--- src/rtl/vealu_pkg.sv ---
package vealu_pkg;

    localparam int OPC_W = 6;

    localparam logic [OPC_W-1:0] OPC_ADD    = 6'h02;
    localparam logic [OPC_W-1:0] OPC_SUB    = 6'h03;
    localparam logic [OPC_W-1:0] OPC_MUL    = 6'h04;
    localparam logic [OPC_W-1:0] OPC_SMUL   = 6'h05;
    localparam logic [OPC_W-1:0] OPC_SADD   = 6'h06;
    localparam logic [OPC_W-1:0] OPC_AND    = 6'h09;
    localparam logic [OPC_W-1:0] OPC_OR     = 6'h0A;
    localparam logic [OPC_W-1:0] OPC_XOR    = 6'h0B;
    localparam logic [OPC_W-1:0] OPC_PZERO  = 6'h0C;
    localparam logic [OPC_W-1:0] OPC_PNZ    = 6'h0D;
    localparam logic [OPC_W-1:0] OPC_PONE   = 6'h0E;
    localparam logic [OPC_W-1:0] OPC_SGE    = 6'h0F;
    localparam logic [OPC_W-1:0] OPC_PEQ    = 6'h14;
    localparam logic [OPC_W-1:0] OPC_PNE    = 6'h17;
    localparam logic [OPC_W-1:0] OPC_SLT    = 6'h18;
    localparam logic [OPC_W-1:0] OPC_UGE    = 6'h19;
    localparam logic [OPC_W-1:0] OPC_ULT    = 6'h1A;

    typedef enum logic [1:0] {
        CLS_ILLEGAL = 2'd0,
        CLS_DATA    = 2'd1,
        CLS_PRED    = 2'd2
    } op_class_e;

    typedef enum logic [3:0] {
        FN_ADD, FN_SUB, FN_MUL, FN_AND, FN_OR, FN_XOR,
        FN_ISZERO, FN_NONZERO, FN_ALWAYS,
        FN_SGE, FN_SLT, FN_UGE, FN_ULT,
        FN_PEQ, FN_PNE, FN_NONE
    } op_fn_e;

    typedef struct packed {
        op_class_e cls;
        op_fn_e    fn;
        logic      use_scalar;
    } op_dec_t;

    function automatic logic is_pred_class(input op_class_e c);
        return c == CLS_PRED;
    endfunction

endpackage

--- src/rtl/vealu_decode.sv ---
module vealu_decode
    import vealu_pkg::*;
(
    input  logic [OPC_W-1:0] opcode,
    output op_dec_t          dec
);
    always_comb begin
        dec = '{cls: CLS_ILLEGAL, fn: FN_NONE, use_scalar: 1'b0};
        unique case (opcode)
            OPC_ADD:   dec = '{cls: CLS_DATA, fn: FN_ADD,     use_scalar: 1'b0};
            OPC_SUB:   dec = '{cls: CLS_DATA, fn: FN_SUB,     use_scalar: 1'b0};
            OPC_MUL:   dec = '{cls: CLS_DATA, fn: FN_MUL,     use_scalar: 1'b0};
            OPC_SMUL:  dec = '{cls: CLS_DATA, fn: FN_MUL,     use_scalar: 1'b1};
            OPC_SADD:  dec = '{cls: CLS_DATA, fn: FN_ADD,     use_scalar: 1'b1};
            OPC_AND:   dec = '{cls: CLS_DATA, fn: FN_AND,     use_scalar: 1'b0};
            OPC_OR:    dec = '{cls: CLS_DATA, fn: FN_OR,      use_scalar: 1'b0};
            OPC_XOR:   dec = '{cls: CLS_DATA, fn: FN_XOR,     use_scalar: 1'b0};
            OPC_PZERO: dec = '{cls: CLS_PRED, fn: FN_ISZERO,  use_scalar: 1'b0};
            OPC_PNZ:   dec = '{cls: CLS_PRED, fn: FN_NONZERO, use_scalar: 1'b0};
            OPC_PONE:  dec = '{cls: CLS_PRED, fn: FN_ALWAYS,  use_scalar: 1'b0};
            OPC_SGE:   dec = '{cls: CLS_PRED, fn: FN_SGE,     use_scalar: 1'b0};
            OPC_SLT:   dec = '{cls: CLS_PRED, fn: FN_SLT,     use_scalar: 1'b0};
            OPC_UGE:   dec = '{cls: CLS_PRED, fn: FN_UGE,     use_scalar: 1'b0};
            OPC_ULT:   dec = '{cls: CLS_PRED, fn: FN_ULT,     use_scalar: 1'b0};
            OPC_PEQ:   dec = '{cls: CLS_PRED, fn: FN_PEQ,     use_scalar: 1'b0};
            OPC_PNE:   dec = '{cls: CLS_PRED, fn: FN_PNE,     use_scalar: 1'b0};
            default:   dec = '{cls: CLS_ILLEGAL, fn: FN_NONE, use_scalar: 1'b0};
        endcase
    end
endmodule

--- src/rtl/vealu_arith.sv ---
module vealu_arith
    import vealu_pkg::*;
#(
    parameter int DATA_W = 32
) (
    input  op_fn_e            fn,
    input  logic [DATA_W-1:0] opa,
    input  logic [DATA_W-1:0] opb,
    output logic [DATA_W-1:0] res
);
    logic [DATA_W-1:0] sum, diff, prod;

    assign sum  = opa + opb;
    assign diff = opa - opb;
    assign prod = opa * opb;

    always_comb begin
        case (fn)
            FN_ADD:  res = sum;
            FN_SUB:  res = diff;
            FN_MUL:  res = prod;
            FN_AND:  res = opa & opb;
            FN_OR:   res = opa | opb;
            FN_XOR:  res = opa ^ opb;
            default: res = '0;
        endcase
    end
endmodule

--- src/rtl/vealu_predgen.sv ---
module vealu_predgen
    import vealu_pkg::*;
#(
    parameter int DATA_W = 32
) (
    input  op_fn_e            fn,
    input  logic [DATA_W-1:0] opa,
    input  logic [DATA_W-1:0] opb,
    input  logic              pa,
    input  logic              pb,
    output logic              pbit
);
    logic s_lt, u_lt, a_zero;

    assign s_lt   = $signed(opa) < $signed(opb);
    assign u_lt   = opa < opb;
    assign a_zero = (opa == '0);

    always_comb begin
        case (fn)
            FN_ISZERO:  pbit = a_zero;
            FN_NONZERO: pbit = !a_zero;
            FN_ALWAYS:  pbit = 1'b1;
            FN_SGE:     pbit = !s_lt;
            FN_SLT:     pbit = s_lt;
            FN_UGE:     pbit = !u_lt;
            FN_ULT:     pbit = u_lt;
            FN_PEQ:     pbit = (pa == pb);
            FN_PNE:     pbit = (pa != pb);
            default:    pbit = 1'b0;
        endcase
    end
endmodule

--- src/rtl/vealu_top.sv ---
module vealu_top
    import vealu_pkg::*;
#(
    parameter int DATA_W = 32
) (
    input  logic              clk,
    input  logic              rst,
    input  logic              in_valid,
    input  logic [5:0]        in_opcode,
    input  logic [DATA_W-1:0] in_src_a,
    input  logic [DATA_W-1:0] in_src_b,
    input  logic [DATA_W-1:0] in_scalar,
    input  logic              in_pred,
    input  logic              in_pa,
    input  logic              in_pb,
    output logic              out_valid,
    output logic [DATA_W-1:0] out_data,
    output logic              out_data_we,
    output logic              out_pred,
    output logic              out_pred_we,
    output logic              out_illegal
);
    op_dec_t           dec;
    logic [DATA_W-1:0] opb_eff;
    logic [DATA_W-1:0] arith_res;
    logic              pred_res;
    logic              is_data, is_pred, is_bad;

    vealu_decode u_dec (
        .opcode (in_opcode),
        .dec    (dec)
    );

    assign opb_eff = dec.use_scalar ? in_scalar : in_src_b;

    vealu_arith #(.DATA_W(DATA_W)) u_arith (
        .fn  (dec.fn),
        .opa (in_src_a),
        .opb (opb_eff),
        .res (arith_res)
    );

    vealu_predgen #(.DATA_W(DATA_W)) u_pgen (
        .fn   (dec.fn),
        .opa  (in_src_a),
        .opb  (in_src_b),
        .pa   (in_pa),
        .pb   (in_pb),
        .pbit (pred_res)
    );

    assign is_data = in_valid && (dec.cls == CLS_DATA);
    assign is_pred = in_valid && is_pred_class(dec.cls);
    assign is_bad  = in_valid && (dec.cls == CLS_ILLEGAL);

    always_ff @(posedge clk) begin
        if (rst) begin
            out_valid   <= 1'b0;
            out_data    <= '0;
            out_data_we <= 1'b0;
            out_pred    <= 1'b0;
            out_pred_we <= 1'b0;
            out_illegal <= 1'b0;
        end else begin
            out_valid   <= in_valid;
            out_data    <= is_data ? arith_res : '0;
            out_data_we <= is_data && in_pred;
            out_pred    <= is_pred ? pred_res : 1'b0;
            out_pred_we <= is_pred;
            out_illegal <= is_bad;
        end
    end

    assert_valid_follows_R1: assert property (@(posedge clk) disable iff (rst)
        in_valid |=> out_valid);

    assert_idle_quiet_R1: assert property (@(posedge clk) disable iff (rst)
        !in_valid |=> (!out_valid && !out_data_we && !out_pred_we && !out_illegal));

    assert_pset_always_R5: assert property (@(posedge clk) disable iff (rst)
        (in_valid && in_opcode == OPC_PONE) |=> (out_pred_we && out_pred));

    assert_peq_match_R7: assert property (@(posedge clk) disable iff (rst)
        (in_valid && in_opcode == OPC_PEQ) |=> (out_pred == ($past(in_pa) == $past(in_pb))));

    assert_masked_nowrite_R8: assert property (@(posedge clk) disable iff (rst)
        (in_valid && !in_pred && dec.cls == CLS_DATA) |=> (out_valid && !out_data_we));

    assert_illegal_nowrite_R9: assert property (@(posedge clk) disable iff (rst)
        (in_valid && dec.cls == CLS_ILLEGAL) |=> (out_illegal && !out_data_we && !out_pred_we));

    assert_strobe_onehot_R10: assert property (@(posedge clk) disable iff (rst)
        $onehot0({out_data_we, out_pred_we, out_illegal}));

    assert_reset_clears_R11: assert property (@(posedge clk)
        rst |=> (!out_valid && !out_data_we && !out_pred_we && !out_illegal));
endmodule

--- config.mk ---
export PLATFORM = sky130hd
export DESIGN_NAME = vealu_top
export DESIGN_NICKNAME = d
export VERILOG_FILES = /design/src/rtl/vealu_pkg.sv /design/src/rtl/vealu_decode.sv /design/src/rtl/vealu_arith.sv /design/src/rtl/vealu_predgen.sv /design/src/rtl/vealu_top.sv
export SDC_FILE = /design/constraint.sdc
export NUM_CORES = 2
export LEC_CHECK = 0
export ABC_AREA = 1
export BUFFER_PORTS_ARGS = -buffer_cell sky130_fd_sc_hd__buf_4
export CAP_MARGIN = 5
export CORE_ASPECT_RATIO = 1.1
export CORE_MARGIN = 10
export CORE_UTILIZATION = 38
export DETAILED_ROUTE_END_ITERATION = 12
export PLACE_DENSITY = 0.5
export SLEW_MARGIN = 0
export SYNTH_ARGS = -nofsm -noshare
export SYNTH_HDL_FRONTEND = slang
export SYNTH_SLANG_ARGS = --single-unit
export TNS_END_PERCENT = 1
--- constraint.sdc ---
create_clock -name clk -period 11.8 [get_ports clk]
set_input_delay 1.77 -clock clk [delete_from_list [all_inputs] [get_ports clk]]
set_output_delay 1.77 -clock clk [all_outputs]
set_load 0.02 [all_outputs]
==> flow_summary_export.csv <==
group,metric,value,unit
timing,rsz0062_at_grt,"no",
clocking,cts_setup_buffers,0,
detailed_routing,initialDrtViolationCount,1652,
cells_and_area,final_nets,3831,
placed_design,io_buffers,144,
min_path,hold_end,"out_valid",
worst_setup_path,crit_fanout,46,
clocking,path_clk_slew,0.08,ns
die,die_area,68600,um2
die,die_w,251,um
cells_and_area,n_antenna_cell,0,
min_path,min_from,"rst",
flow_run,max-cap-violations,0,
timing,setup_violations,0,
worst_setup_path,crit_family,"adder cells",
clocking,cts_tree,"built",
synth,synth.largest_area_cell,"fa_1",
cells_and_area,finish.instance_area,24300,um2
synth,synthMuxAreaShare,0,%
detailed_routing,ant_nets,0,
synth,ys_seq_area_share,3.33,%
die,rows,92,
synth,avgSynthCellArea,7.48,um2
global_route,grt_pass1_vias,21800,
synth,async_flop_share,0,%
global_route,grt_max_degree,47,
global_route,grt_pass1_wl,145,mm
outcome,outcome,"completed",
die,fp.coreArea,57700,um2
synth,synthAdderAreaFrac,51.1,%
worst_setup_path,cp.required,12.02,ns
detailed_routing,drtPass1Iterations,6,
global_route,antenna_found_initial,1,
placed_design,placed_area,24100,um2
synth,synthSimpleGateAreaFrac,21.8,%
global_route,overflow,0,
synth,synth_edf_count,0,
worst_setup_path,slowest_delay,0.61,ns
cells_and_area,area_growth_syn_to_layout,9.11,%
die,start_util,38.6,%
cells_and_area,drive_above_1_share,8.53,%
worst_setup_path,crit_top_cell,"fa_1",
synth,yosys.cell_count.top_type,"inv_1",
detailed_routing,avgRoutedWirePerCell,25.8,um
synth,synth_nets,3746,
timing,worst_pin_slew,1.30,ns
worst_setup_path,cp_num_buf_inv,8,
synth,yosys_register_bits,37,
cells_and_area,fillCellCount,6021,
worst_setup_path,crit_path_start_kind,"primary input",
synth,synth-xor-area-share,2.68,%
min_path,whs_path_depth,2,
timing,slew_viol_final,0,
timing,setup_ws,1.32,ns
timing,fin_crit,10.48,ns
clocking,htree_num_levels,2,
detailed_routing,drcViolationCount,0,
synth,synth_top_family_by_area,"adder cells",
detailed_routing,vias_per_cell,5.46,
timing,hold_ws,1.65,ns
placed_design,dp_slack,1.09,ns
timing,finalHoldViolations,0,
synth,synthTopCellsByArea,"fa_1 (37%), ha_1 (14%), inv_1 (10%)",
placed_design,hpwl,78.5,mm
timing,relSlewSlack,12.8,%
clocking,clockBufferDepth,2,
worst_setup_path,crit_slowest_cell,"inv_1",
synth,synth_common_cells,"inv_1 (603), nand2_1 (546), nor2_1 (411)",
clocking,cts_made_buffers,5,
synth,yosysUniqueCellTypes,59,
global_route,grtUsageTotal,28.4,%
worst_setup_path,path_class,"in -> reg",
min_path,hp-class,"in -> reg",
synth,synth_cells,2975,
detailed_routing,wl,98.5,mm
worst_setup_path,worstSetupEndpointType,"register",
die,die_h,274,um
placed_design,gp_congestion,0.986,
worst_setup_path,cp.arrival,10.70,ns
synth,netlist_area,22200,um2
timing,timing.setup.tns,0,ns
synth,synth_compound_area_share,8.34,%
synth,synth.top_cell.area_share,36.8,%
timing,timing.final.crit_share,88.9,%
clocking,cts_num_sinks,37,
synth,synth_top_flop_cell,"dfxtp_1",
synth,ys.warnings.count,0,
clocking,cts_resized,0,
worst_setup_path,critical_path.startpoint,"in_opcode[1]",
detailed_routing,vias,20800,
die,io_pins,145,
clocking,cts_root_buffer,"clkbuf_16",
clocking,hold_buffers,0,
timing,fmax,95.4,MHz
[how the worst max path moves through the flow]
stage              endpoint  slack, ns  cells past startpoint
2_1_floorplan  out_data[29]       2.85                     38
3_3_place_gp   out_data[27]       1.14                     34
3_5_place_dp   out_data[27]       1.09                     34
4_1_cts        out_data[27]       1.40                     34
5_1_grt        out_data[31]        1.0                     37
6_report       out_data[27]       1.32                     34
[logic make-up (layout without fill, tap and decap cells)]
family	count (synthesis)	after routing
AO/OA/AOI/OAI	298	298
flip-flops	37	37
AND/OR/NAND/NOR	1168	1168
XOR/XNOR	68	68
adder cells (fa/ha/maj)	663	663
buffers and inverters	741	827
[placed cells by master, fill, tap and decap left out, types with 23 or more instances in the layout]
cell	Yosys	layout
nand2_1	546	546
fa_1	409	409
o21ai_0	72	72
xor2_1	54	54
nand3_1	111	111
nor2_1	411	411
a21oi_1	116	116
dfxtp_1	37	37
inv_2	23	23
ha_1	254	254
inv_1	603	603
buf_4	5	179
[through the flow]
| step | instances | util, % |
|---|---|---|
| after floorplan | 2975 | - |
| after global placement | 3805 | 41.8 |
| after detailed placement | 3805 | 41.8 |
| after CTS | 3813 | 42.1 |
| after global routing | 3813 | 42.1 |
| final | 3813 | 42.1 |
[per-layer routing]
metal	part of all wire [%]	vias to the layer above	global-route usage, %
met5	0.013	-	0
met1	41	10400	36.2
met4	5.3	2	12.6
met2	46	960	47.3
li1	-	9247	-
met3	6.9	180	3.72
[final cells by class]
type                    count  area, um2  share of cell area [%]
multi-input cells        2197      18700                    76.9
inverters                 640       2400                    9.90
clock inverters             3       46.3                   0.191
repair buffers            179       1340                    5.54
clock buffers               5        125                   0.516
flip-flops and latches     37        741                    3.05
well taps                 752        941                    3.88
[sequential cells by signal (all words and copies together), names as in the netlist]
register     flops
out_pred_we      1
out_data        32
out_valid        1
out_pred         1
out_illegal      1
out_data_we      1
Power is left out: the tool's default activity adds up to more than one toggle a clock period on the data nets, which glitch-free logic cannot reach.
